## src/rtl/dram_burst_pkg.sv

```systemverilog
package dram_burst_pkg;

    localparam int BEAT_W = 2;

    typedef enum logic [1:0] {
        MODE_FPM  = 2'd0,
        MODE_EDO  = 2'd1,
        MODE_BEDO = 2'd2,
        MODE_SYNC = 2'd3
    } rd_mode_e;

    typedef enum logic [2:0] {
        ST_IDLE = 3'd0,
        ST_ROW  = 3'd1,
        ST_LEAD = 3'd2,
        ST_BEAT = 3'd3,
        ST_GAP  = 3'd4,
        ST_DONE = 3'd5
    } seq_state_e;

endpackage

```

## src/rtl/dram_burst_timing.sv

```systemverilog
module dram_burst_timing
    import dram_burst_pkg::*;
#(
    parameter int ROW_CYC    = 2,
    parameter int LEAD_PAGE  = 6,
    parameter int LEAD_BURST = 5,
    parameter int GAP_FPM    = 3,
    parameter int GAP_EDO    = 2,
    parameter int CNT_W      = 4
) (
    input  rd_mode_e           mode,
    output logic [CNT_W-1:0]   lead_len,
    output logic [CNT_W-1:0]   gap_len,
    output logic               wrap_cols
);

    localparam int LEAD_PAGE_CYC  = LEAD_PAGE - 1 - ROW_CYC;
    localparam int LEAD_BURST_CYC = LEAD_BURST - 1 - ROW_CYC;

    always_comb begin
        unique case (mode)
            MODE_FPM: begin
                lead_len  = CNT_W'(LEAD_PAGE_CYC);
                gap_len   = CNT_W'(GAP_FPM);
                wrap_cols = 1'b0;
            end
            MODE_EDO: begin
                lead_len  = CNT_W'(LEAD_PAGE_CYC);
                gap_len   = CNT_W'(GAP_EDO);
                wrap_cols = 1'b0;
            end
            default: begin
                lead_len  = CNT_W'(LEAD_BURST_CYC);
                gap_len   = CNT_W'(1);
                wrap_cols = 1'b1;
            end
        endcase
    end

endmodule

```

## src/rtl/dram_col_gen.sv

```systemverilog
module dram_col_gen
    import dram_burst_pkg::*;
#(
    parameter int COL_W = 6
) (
    input  logic [COL_W-1:0]  base_col,
    input  logic [BEAT_W-1:0] beat,
    input  logic              wrap_cols,
    output logic [COL_W-1:0]  col
);

    logic [COL_W-1:0] linear_col;
    logic [COL_W-1:0] wrapped_col;

    assign linear_col = base_col + COL_W'(beat);

    generate
        if (COL_W > BEAT_W) begin : g_split
            logic [BEAT_W-1:0] low_cnt;
            assign low_cnt     = base_col[BEAT_W-1:0] + beat;
            assign wrapped_col = {base_col[COL_W-1:BEAT_W], low_cnt};
        end else begin : g_narrow
            assign wrapped_col = linear_col;
        end
    endgenerate

    assign col = wrap_cols ? wrapped_col : linear_col;

endmodule

```

## src/rtl/dram_burst_fsm.sv

```systemverilog
module dram_burst_fsm
    import dram_burst_pkg::*;
#(
    parameter int ROW_CYC = 2,
    parameter int CNT_W   = 4
) (
    input  logic              clk,
    input  logic              rst_n,
    input  logic              start_i,
    input  rd_mode_e          mode_i,
    input  logic [CNT_W-1:0]  lead_len,
    input  logic [CNT_W-1:0]  gap_len,
    output rd_mode_e          mode_q,
    output logic              accept,
    output logic              col_active,
    output logic [BEAT_W-1:0] beat_q,
    output logic              ras,
    output logic              cas,
    output logic              oe,
    output logic              valid,
    output logic              busy,
    output logic              done
);

    localparam logic [BEAT_W-1:0] LAST_BEAT = '1;

    seq_state_e        state_q, state_d;
    logic [CNT_W-1:0]  cnt_q, cnt_d;
    logic [BEAT_W-1:0] beat_d;
    logic              gap_first;
    logic              row_first;

    assign accept = (state_q == ST_IDLE) && start_i;

    // state register
    always_ff @(posedge clk) begin
        if (!rst_n) begin
            state_q <= ST_IDLE;
            cnt_q   <= '0;
            beat_q  <= '0;
            mode_q  <= MODE_FPM;
        end else begin
            state_q <= state_d;
            cnt_q   <= cnt_d;
            beat_q  <= beat_d;
            if (accept) begin
                mode_q <= mode_i;
            end
        end
    end

    // next state
    always_comb begin
        state_d = state_q;
        cnt_d   = cnt_q;
        beat_d  = beat_q;
        unique case (state_q)
            ST_IDLE: begin
                beat_d = '0;
                if (start_i) begin
                    state_d = ST_ROW;
                    cnt_d   = CNT_W'(ROW_CYC - 1);
                end
            end
            ST_ROW: begin
                if (cnt_q == '0) begin
                    state_d = ST_LEAD;
                    cnt_d   = lead_len - CNT_W'(1);
                end else begin
                    cnt_d = cnt_q - CNT_W'(1);
                end
            end
            ST_LEAD: begin
                if (cnt_q == '0) begin
                    state_d = ST_BEAT;
                end else begin
                    cnt_d = cnt_q - CNT_W'(1);
                end
            end
            ST_BEAT: begin
                if (beat_q == LAST_BEAT) begin
                    state_d = ST_DONE;
                end else begin
                    beat_d = beat_q + BEAT_W'(1);
                    if (gap_len == CNT_W'(1)) begin
                        state_d = ST_BEAT;
                    end else begin
                        state_d = ST_GAP;
                        cnt_d   = gap_len - CNT_W'(2);
                    end
                end
            end
            ST_GAP: begin
                if (cnt_q == '0) begin
                    state_d = ST_BEAT;
                end else begin
                    cnt_d = cnt_q - CNT_W'(1);
                end
            end
            ST_DONE: begin
                state_d = ST_IDLE;
                beat_d  = '0;
            end
            default: begin
                state_d = ST_IDLE;
            end
        endcase
    end

    assign gap_first = (cnt_q == (gap_len - CNT_W'(2)));
    assign row_first = (cnt_q == CNT_W'(ROW_CYC - 1));

    // outputs
    always_comb begin
        ras        = 1'b0;
        cas        = 1'b0;
        oe         = 1'b0;
        valid      = 1'b0;
        col_active = 1'b0;
        busy       = (state_q != ST_IDLE);
        done       = 1'b0;
        unique case (state_q)
            ST_IDLE: begin
            end
            ST_ROW: begin
                ras = (mode_q == MODE_SYNC) ? row_first : 1'b1;
            end
            ST_LEAD: begin
                ras        = (mode_q != MODE_SYNC);
                cas        = 1'b1;
                col_active = 1'b1;
            end
            ST_BEAT: begin
                ras        = (mode_q != MODE_SYNC);
                cas        = 1'b1;
                oe         = 1'b1;
                valid      = 1'b1;
                col_active = 1'b1;
            end
            ST_GAP: begin
                ras        = (mode_q != MODE_SYNC);
                cas        = (mode_q == MODE_FPM) && !gap_first;
                oe         = (mode_q == MODE_EDO);
                col_active = 1'b1;
            end
            ST_DONE: begin
                done = 1'b1;
            end
            default: begin
            end
        endcase
    end

endmodule

```

## src/rtl/dram_burst_seq.sv

```systemverilog
module dram_burst_seq
    import dram_burst_pkg::*;
#(
    parameter int ROW_W      = 8,
    parameter int COL_W      = 6,
    parameter int ROW_CYC    = 2,
    parameter int LEAD_PAGE  = 6,
    parameter int LEAD_BURST = 5,
    parameter int GAP_FPM    = 3,
    parameter int GAP_EDO    = 2
) (
    input  logic                   clk,
    input  logic                   rst_n,
    input  logic                   start_i,
    input  logic [1:0]             mode_i,
    input  logic [ROW_W+COL_W-1:0] addr_i,
    output logic                   ras_o,
    output logic                   cas_o,
    output logic                   oe_o,
    output logic [ROW_W-1:0]       row_o,
    output logic [COL_W-1:0]       col_o,
    output logic [1:0]             beat_o,
    output logic                   valid_o,
    output logic                   busy_o,
    output logic                   done_o
);

    localparam int CNT_W = $clog2(LEAD_PAGE + GAP_FPM + 1);

    rd_mode_e          mode_q;
    logic              accept;
    logic              col_active;
    logic [BEAT_W-1:0] beat_q;
    logic [CNT_W-1:0]  lead_len;
    logic [CNT_W-1:0]  gap_len;
    logic              wrap_cols;
    logic [ROW_W-1:0]  row_q;
    logic [COL_W-1:0]  col_base_q;
    logic [COL_W-1:0]  col_cur;

    always_ff @(posedge clk) begin
        if (!rst_n) begin
            row_q      <= '0;
            col_base_q <= '0;
        end else if (accept) begin
            row_q      <= addr_i[ROW_W+COL_W-1:COL_W];
            col_base_q <= addr_i[COL_W-1:0];
        end
    end

    dram_burst_timing #(
        .ROW_CYC(ROW_CYC), .LEAD_PAGE(LEAD_PAGE), .LEAD_BURST(LEAD_BURST),
        .GAP_FPM(GAP_FPM), .GAP_EDO(GAP_EDO), .CNT_W(CNT_W)
    ) u_timing (
        .mode(mode_q), .lead_len(lead_len), .gap_len(gap_len), .wrap_cols(wrap_cols)
    );

    dram_col_gen #(.COL_W(COL_W)) u_col (
        .base_col(col_base_q), .beat(beat_q), .wrap_cols(wrap_cols), .col(col_cur)
    );

    dram_burst_fsm #(.ROW_CYC(ROW_CYC), .CNT_W(CNT_W)) u_fsm (
        .clk(clk), .rst_n(rst_n), .start_i(start_i), .mode_i(rd_mode_e'(mode_i)),
        .lead_len(lead_len), .gap_len(gap_len), .mode_q(mode_q), .accept(accept),
        .col_active(col_active), .beat_q(beat_q), .ras(ras_o), .cas(cas_o),
        .oe(oe_o), .valid(valid_o), .busy(busy_o), .done(done_o)
    );

    assign row_o  = row_q;
    assign col_o  = col_active ? col_cur : '0;
    assign beat_o = beat_q;

endmodule

```

## config.mk

```make
export PLATFORM = sky130hd
export DESIGN_NAME = dram_burst_seq
export DESIGN_NICKNAME = d
export VERILOG_FILES = /design/src/rtl/dram_burst_pkg.sv /design/src/rtl/dram_burst_timing.sv /design/src/rtl/dram_col_gen.sv /design/src/rtl/dram_burst_fsm.sv /design/src/rtl/dram_burst_seq.sv
export SDC_FILE = /design/constraint.sdc
export NUM_CORES = 1
export LEC_CHECK = 0
export BUFFER_PORTS_ARGS = -buffer_cell sky130_fd_sc_hd__buf_2
export CORE_MARGIN = 1.5
export CORE_UTILIZATION = 40
export CTS_CLUSTER_SIZE = 16
export DETAILED_ROUTE_END_ITERATION = 6
export GPL_TIMING_DRIVEN = 0
export PLACE_DENSITY = 0.76
export SLEW_MARGIN = 20
export SYNTH_ARGS = -nofsm -noshare
export SYNTH_HDL_FRONTEND = slang
export SYNTH_SLANG_ARGS = --single-unit
export TNS_END_PERCENT = 1
```

## constraint.sdc

```tcl
create_clock -name clk -period 4.85 [get_ports clk]
set_input_delay 0.97 -clock clk [delete_from_list [all_inputs] [get_ports clk]]
set_output_delay 0.97 -clock clk [all_outputs]
set_load 0.01 [all_outputs]
```

# ---- Yosys cells after proc, flatten, opt, wreduce, memory -nomap -nowiden
# Cells that the tools add are included.
dict set report op_classes {
  add_sub_neg 6
  mux 25
  eq_ne 18
  n_reduce_logical 17
}
# operator n
set ops {}
lappend ops {{2-to-1 mux 4 bit} 5}
lappend ops {{one-hot mux 4 bit (4 select lines)} 1}
lappend ops {{2-to-1 mux 3 bit} 5}
lappend ops {{2-to-1 mux 6 bit} 2}
lappend ops {{one-hot mux 3 bit (4 select lines)} 1}
lappend ops {{!= test 2 bit (second input constant)} 5}
lappend ops {{one-hot mux 2 bit (2 select lines)} 2}
lappend ops {{OR reduction 2 bit} 4}
lappend ops {{adder 6 x 2 -> 6 bit} 1}
lappend ops {{equality test 3 x 2 -> 1 bit (second input constant)} 2}
lappend ops {{equality test 3 bit (second input constant)} 2}
lappend ops {{one-hot mux 1 bit (2 select lines)} 3}
lappend ops {{2-to-1 mux 1 bit} 5}
lappend ops {{AND reduction 5 bit} 1}
lappend ops {{equality test 2 x 1 -> 1 bit (second input constant)} 2}
lappend ops {{equality test 2 bit (second input constant)} 2}
lappend ops {{equality test 4 x 1 -> 1 bit (second input constant)} 1}
lappend ops {{equality test 4 bit} 1}
lappend ops {{zero test 4 bit} 1}
lappend ops {{!= test 2 x 1 -> 1 bit (second input constant)} 2}
lappend ops {{nonzero test 4 bit} 1}
lappend ops {{subtractor 4 x 1 -> 4 bit (second input constant)} 1}
lappend ops {{equality test 3 x 1 -> 1 bit (second input constant)} 1}
lappend ops {{zero test 3 bit} 1}
lappend ops {{other kinds (13)} 14}
dict set report word_totals {
  word_cells 72
  inputBits 19
  regBits 25
  out_inout_bits 22
}

# ---- Longest topological paths before layout
# Gate-level depths: netlist of run 1.
dict set report logic_depth {
  ltp_word 7
  depth_mapped 6
  ltp_nobuf 6
}

# ---- By module
# Synthesis of run 1 repeated with hierarchy kept, for this count alone.
dict set report unflattened {
  hier_cells 208
  hier_area_um2 1855.5
}
# mod area_each_um2 cells_per_inst seq_area_each_um2 n_inst
set by_module_without_submodules {}
lappend by_module_without_submodules {dram_burst_fsm 1069.8 131 220.2 1}
lappend by_module_without_submodules {dram_burst_seq 580.6 51 280.3 1}
lappend by_module_without_submodules {dram_col_gen 138.9 15 0.0 1}
lappend by_module_without_submodules {dram_burst_timing 66.3 11 0.0 1}

# ---- Worst setup path before layout of run 1
# OpenSTA, ideal clock, no wires.
dict set report synth_path {
  path_type {register to output}
  from {reg u_fsm.beat_q[0]}
  to {out col_o[4]}
  required_time_ns 3.880
  setup_slack_ns 2.466
  stages_incl_launch_ff 7
  n_path_buf 0
  t_arrival_ns 1.414
  cell_sequence {dfxtp_1 > ha_1 > fa_1 > nor2b_1 > nand3_1 > xor2_1 > nor2_1}
}
dict set report synth_via {
  elab_chain_cells 3
}
# element line
set synth_rtl {}
lappend synth_rtl {{start: declaration} dram_burst_fsm.sv:16} ;# output logic [BEAT_W-1:0] beat_q,
lappend synth_rtl {{start signal: assignment} dram_burst_fsm.sv:45} ;# beat_q <= beat_d;
lappend synth_rtl {{adder 6 x 2 -> 6 bit} dram_col_gen.sv:15} ;# assign linear_col = base_col + COL_W'(beat);
lappend synth_rtl {{2-to-1 mux 6 bit} dram_col_gen.sv:27} ;# assign col = wrap_cols ? wrapped_col : linear_col;
lappend synth_rtl {{2-to-1 mux 6 bit} dram_burst_seq.sv:70} ;# assign col_o = col_active ? col_cur : '0;
lappend synth_rtl {{end: declaration} dram_burst_seq.sv:21} ;# output logic [COL_W-1:0] col_o,
# No other way between the ends.

# ---- Final worst setup path of run 1
# Ends and elaborated chain as after synthesis.

==> key figures, run 1 <==
Synthesis
  • Syn Area/Cell: 8.07 um2
  • Seq cells post-synth: 25
  • Async SR Flop Fraction: 0
  • Top_reg_cell synth: dfxtp_1
  • Synth area leaders: dfxtp_1 33%, nand2_1 9.2%, a21boi_1 5.0%, ha_1 4.2%, nor2b_1 3.8%
  • Sequential area share after synthesis: 0.333
  • Post-synth top cells: 37 x nand2_1, 25 x dfxtp_1, 10 x a21boi_1
  • Netlist Area Pre-Place: 1500 um2
  • Synth top area share: 0.333
  • Post-synth EDFFs: 0
  • Count of different cell masters after synthesis: 49
  • Most instantiated library cell after synthesis: nand2_1
  • Area leader, netlist: dfxtp_1
  • YS warnings: 0
  • Syn nets: 211
  • Post-Syn Instances: 186

Run
  • Max-cap viol count: 0

Power
  • LEAKAGE: 0.798 nW
  • Pwr dens: 486 nW/um2
  • Maximum VDD drop: 0.201 mV

Critical path
  • Crit-path cells: ha_1 -> fa_1 -> nor2b_1 -> nand3_1 -> xor2_1 -> nor2_1 -> buf_2
  • Max incr delay on CP: 370 ps
  • Crit path launch type: flop
  • Arrival time worst endpoint: 1860 ps
  • Critical path type: flop to primary output
  • Critical Path End Type: primary output
  • CP Max Fanout: 6
  • Slowest-stage cell, CP: dfxtp_1
  • WP buf/inv: 1
  • Crit path max-delay family: adder cells
  • Req. time, crit path: 3880 ps

Route
  • Drt pass-1 iters: 4
  • DR vias/cell: 5.19
  • Antenna Nets Post-Route: 0
  • Routed wire per std cell: 11.7 um
  • Residual DRC: 0
  • First-iteration detailed-routing DRC count: 37
  • Drt total wl: 3270 um
  • DR vias: 1444

Finish
  • Share of cells above drive strength 1: 0.243
  • Final net count: 256
  • Final core utilization: 0.498
  • Register area: 500 um2
  • Fill cells: 400
  • Layout area overhead: 20.6%
  • Multi-input gate area: 938 um2
  • # diodes: 0

Clocking
  • Clock Latency Late Sink: 270 ps
  • CTS tree: done
  • CTS buffer count: 3
  • CTS root buf: clkbuf_8
  • Clock sink count: 25
  • CTS Hold Bufs: 0
  • Worst-path clk slew: 90 ps
  • Post-CTS setup buffer count: 0
  • Resize count post-CTS: 0
  • CTS max path bufs: 2
  • CTS H-tree lvls: 1

STA
  • Final min period: 2830 ps
  • Final hold viol count: 0
  • Max-slew violation count: 0
  • Rel. slew slack: 0.645
  • Fin Setup TNS: 0 ps
  • Period utilisation layout: 0.584
  • Max Clk Rate: 0.353 GHz
  • Final setup fails: 0
  • Worst-margin pin slew: 533 ps
  • Skew final: 2.55 ps
  • Unrepaired setup endpoints after global routing: false

Worst hold path
  • HP Class: flop to flop

Run status
  • Outcome: finished clean

Global routing
  • Total gr overflow: 0
  • Vias in the first global route: 1230
  • Total Routing Usage GR: 0.160
  • Initial antenna violation count: 0
  • First-pass GRT wire length: 5320 um
  • Largest net degree at the start of global routing: 16

Floorplan
  • Die X: 64.3 um
  • Die Y: 64.3 um
  • Core ar.: 3630 um2
  • Full die area: 4130 um2
  • Row Count: 22
  • Initial core utilization: 0.413
  • Ports: 41

Place
  • Port buffer count: 40
  • Detailed placement HPWL: 2520 um
  • Placer Congestion: 0.865
-- cells by family (layout without fill, tap and decap cells) --
group,after synthesis,in the layout,synth area share
AO/OA/AOI/OAI,52,52,0.251
XOR/XNOR,5,5,0.0292
adder cells (fa/ha/maj),6,6,0.0550
buffers and inverters,14,58,0.0417
flip-flops,25,25,0.333
multiplexers,1,1,0.00750
AND/OR/NAND/NOR,83,83,0.282
-- state kept, by name, indices dropped and copies added, names as in the netlist --
signal,count
col_base_q,6
row_o,8
u_fsm.beat_q,2
u_fsm.cnt_q,4
u_fsm.mode_q,2
u_fsm.state_q,3
-- report_power, final --
part	switching, mW	total (mW)	internal, mW
combinational	0.252	0.453	0.200
clock	0.0685	0.127	0.0582
sequential	0.0472	0.300	0.253
-- path summary, 6_finish.rpt --
| check | start | cells past startpoint | slack [ps] | to |
|---|---|---|---|---|
| setup / recovery | u_fsm.beat_q[0] | 7 | 2020 | col_o[4] |
| hold / removal | row_o[3] | 2 | 450 | row_o[3] |
| hold reg to reg | row_o[3] | 2 | 450 | row_o[3] |
| setup reg to reg | u_fsm.cnt_q[0] | 6 | 3020 | u_fsm.cnt_q[2] |
-- layout by cell type (no fill, tap or decap), types with 3 or more instances in the layout --
cell type	instances
nor2b_1	9
clkbuf_1	4
a21oi_1	8
nor3b_1	3
buf_2	45
clkbuf_8	3
o21ai_0	4
a21boi_1	10
nand2b_1	4
and2_1	5
ha_1	5
nand2_1	37
inv_1	3
nor2_1	9
nor3_1	3
xnor2_1	4
a21boi_0	6
dfxtp_1	25
nand3_1	4
-- cell type report --
type,instances,share of cell area
multi-input combinational,147,0.518
clock inverter,1,0.00415
inverter,4,0.00829
sequential,25,0.276
buffer,10,0.0263
tap,48,0.0332
timing repair buffer,40,0.111
clock buffer,3,0.0228
-- worst min-delay path: stages, from the launching register on --
cell	delay [ps]
dfxtp_1	320
nand2_1	50
a21boi_1	50
-- metrics by stage --
step	power, mW	hold slack (ps)	worst slack, ps	instance area [um2]	instances
after floorplan	0.639	447	2470	1500	186
after global placement	0.750	439	2320	1760	274
after detailed placement	0.756	442	2310	1760	274
after CTS	0.883	455	2000	1810	278
after global routing	0.952	477	1860	1810	278
final	0.880	455	2020	1810	278
-- metal layers --
layer  track usage  vias up  routed length [um]  share of wire
met5             0        -                   0              0
met4        0.0559        0                  42          0.013
met3        0.0229        4                 150          0.046
met2         0.262       40                1500           0.46
met1         0.215      656                1570           0.48
li1              -      744                   -              -
No activity file was read; power rests on OpenSTA's default activity.
==> run 2: changes to the inputs <==
Settings changed: ABC_AREA set to 1, PLACE_DENSITY 0.76 to 0.79.
Clock period 4.85 ns to 2.5 ns, I/O delays scaled along.
==> run 2 against run 1 <==
  * Clock power is 64% higher
  * Register-to-register slack worse by 2000 ps
  * Count of clock-buffer cells in the layout unchanged
  * Worst setup slack worse by 1900 ps
  * Flip-flop and latch count did not move
  * Critical path type unchanged
  * Design area fell by 4.4%
  * Largest cell class unchanged
  * Synthesized cell count increased by 15%
  * First-iteration DRC count is 57% higher
  * Clock skew shrank 1.9 ps
  * Largest power group unchanged
==> key figures, run 2 <==
Clocking
  • CTS Hold Bufs: 0 (unchanged)
  • CTS buffer count: 3 (unchanged)
  • CTS max path bufs: 2 (unchanged)
  • Post-CTS setup buffer count: 0 (unchanged)
  • Clock Latency Late Sink: 330 ps (+60 ps)
  • Clock sink count: 25 (unchanged)
  • Worst-path clk slew: 160 ps (+70 ps)
  • CTS root buf: clkbuf_4
  • CTS H-tree lvls: 1 (unchanged)
  • CTS tree: done

Run
  • Max-cap viol count: 0 (unchanged)

Synthesis
  • Post-synth EDFFs: 0 (unchanged)
  • Seq cells post-synth: 25 (unchanged)
  • Area leader, netlist: dfxtp_1
  • Synth top area share: 0.348 (+0.0151)
  • Most instantiated library cell after synthesis: nand2_1
  • Syn Area/Cell: 6.74 um2 (-16%)
  • YS warnings: 0 (unchanged)
  • Post-Syn Instances: 213 (+15%)
  • Async SR Flop Fraction: 0 (unchanged)
  • Count of different cell masters after synthesis: 28 (-43%)
  • Post-synth top cells: 48 x nand2_1, 26 x a21oi_1, 25 x dfxtp_1, 25 x inv_1, 23 x nand3_1
  • Top_reg_cell synth: dfxtp_1
  • Sequential area share after synthesis: 0.348 (+0.0151)
  • Synth area leaders: dfxtp_1 35%, nand2_1 13%, a21oi_1 9.1%, nand3_1 8.0%, inv_1 6.5%
  • Netlist Area Pre-Place: 1440 um2 (-4.3%)
  • Syn nets: 238 (+13%)

Floorplan
  • Core ar.: 3390 um2 (-6.7%)
  • Initial core utilization: 0.424 (+0.0105)
  • Ports: 41 (unchanged)
  • Row Count: 21 (-4.5%)
  • Die Y: 62.9 um (-2.1%)
  • Die X: 62.9 um (-2.1%)
  • Full die area: 3960 um2 (-4.1%)

Place
  • Cells after DPL: 299 (+9.1%)
  • Port buffer count: 40 (unchanged)
  • Post-Place Setup Slack: 505 ps (-1800 ps)
  • Detailed placement HPWL: 2690 um (+6.7%)
  • Placer Congestion: 0.834 (-3.6%)

STA
  • Final setup fails: 0 (unchanged)
  • PnR worst setup slack: 167 ps (-1850 ps)
  • Unrepaired setup endpoints after global routing: false
  • Fin Setup TNS: 0 ps (unchanged)
  • Max Clk Rate: 0.429 GHz
  • Skew final: 0.684 ps (-1.87 ps)
  • Max-slew violation count: 0 (unchanged)
  • Final hold viol count: 0 (unchanged)
  • Period utilisation layout: 0.933
  • Worst-margin pin slew: 491 ps (-42.3 ps)
  • Rel. slew slack: 0.673 (+0.0282)
  • Final min period: 2330 ps

Route
  • Routed wire per std cell: 11.5 um (-1.9%)
  • First-iteration detailed-routing DRC count: 58 (+57%)
  • Residual DRC: 0 (unchanged)
  • Drt pass-1 iters: 4 (unchanged)
  • DR vias/cell: 4.98 (-4.1%)
  • Drt total wl: 3490 um (+7.0%)
  • Antenna Nets Post-Route: 0 (unchanged)
  • DR vias: 1510 (+4.6%)

Critical path
  • Req. time, crit path: 2000 ps (-1880 ps)
  • Arrival time worst endpoint: 1830 ps (-30 ps)
  • Critical path type: flop to primary output
  • Crit path launch type: flop
  • Critical Path End Type: primary output
  • CP Max Fanout: 5 (-1)

Global routing
  • Initial antenna violation count: 0 (unchanged)
  • Total gr overflow: 0 (unchanged)
  • Largest net degree at the start of global routing: 17 (+1)
  • Total Routing Usage GR: 0.189 (+0.0292)
  • Vias in the first global route: 1473 (+20%)
  • First-pass GRT wire length: 6180 um (+16%)

Finish
  • Layout area overhead: 20.6% (about the same)
  • Final net count: 283 (+11%)
  • Max reg flops: 8 (unchanged)
  • # diodes: 0 (unchanged)
  • Commonest cells after routing, fill and taps aside: 48 x nand2_1, 41 x buf_2, 26 x a21oi_1, 25 x inv_1, 24 x dfxtp_1
  • Commonest non-fill, non-tap cell in the layout: nand2_1
  • Share of cells above drive strength 1: 0.230 (-0.0139)
  • Final non-filler cell total: 303 (+9.0%)

Power
  • Maximum VDD drop: 0.519 mV (+160%)
  • LEAKAGE: 0.870 nW (+9.0%)
  • Pwr dens: 1040 nW/um2 (+120%)

Worst hold path
  • HP Class: input port to flop

Run status
  • Outcome: finished clean
[run 2: cell count changes after synthesis, moves of 10 or more]
cell      before  now
a21oi_1        8   26
nand2_1       37   48
inv_1          3   25
a21boi_1      10    0
nor2_1         9   20
nand3_1        4   23
[run 2: metal layers]
layer / vias up / track usage / part of all wire
met2: 43 / 0.336 / 0.48
met1: 680 / 0.232 / 0.46
met3: 2 / 0.0486 / 0.058
met4: 0 / 0.0306 / 0.0034
li1: 785 / - / -
met5: - / 0 / 0
[run 2: path summary, 6_finish.rpt]
kind                            cells after the start  slack (ps)        endpoint             from
worst max register to register                      9        1040  u_fsm.cnt_q[0]   u_fsm.cnt_q[0]
worst max-delay path                                8         170        col_o[4]  u_fsm.beat_q[0]
worst min-delay path                                3         410        row_o[6]       addr_i[12]
worst min register to register                      2         470        row_o[6]         row_o[6]
[run 2: kinds of logic (layout without fill, tap and decap cells)]
kind of cell               Yosys count  after routing  share of synthesized area
DFF                                 25             25                      0.348
buffers and inverters               33             77                     0.0923
adders and majority gates            6              6                     0.0575
and+or+nand+nor                    105            105                      0.335
xor gates and xnor gates             1              1                    0.00610
AOI/OAI and AO/OA                   43             43                      0.160
[run 2: power by group]
part           internal, mW  leakage, nW  switching [mW]
Clock                0.0655       0.0183           0.143
Sequential            0.511        0.206          0.0957
Combinational         0.367        0.645           0.628
[run 2: final cells by class]
class / count / area (um2)
Fill cell: 365 / 1660
Multi-Input combinational cell: 155 / 806
Sequential cell: 25 / 504
Timing Repair Buffer: 40 / 200
Inverter: 27 / 101
Tap cell: 46 / 57.6
Buffer: 6 / 31.3
Clock buffer: 3 / 22.5
Clock inverter: 1 / 8.76
[run 2: metrics by stage]
| stage | total power [mW] | hold WS [ps] | instance area, um2 | utilization |
|---|---|---|---|---|
| floorplan | 1.34 | 443 | 1440 | - |
| global placement | 1.58 | 447 | 1690 | 0.500 |
| detailed placement | 1.60 | 452 | 1690 | 0.500 |
| CTS | 1.81 | 404 | 1730 | 0.509 |
| global route | 2.01 | 393 | 1730 | 0.511 |
| finish | 1.81 | 407 | 1730 | 0.511 |
[run 2: timing repair]
| item | 4_1_cts | 5_1_grt |
|---|---|---|
| resized for setup | 0 | 3 |
| endpoints found under the hold margin | 0 | 0 |
| endpoints found under the setup margin | 0 | 1 |
[run 2: worst max-delay path, stage by stage (launching register included)]
cell	delay, ps
dfxtp_4	390
ha_1	220
fa_2	340
nand2_1	70
nor2_1	50
nand2_1	70
o22ai_1	60
a21oi_1	140
buf_2	150
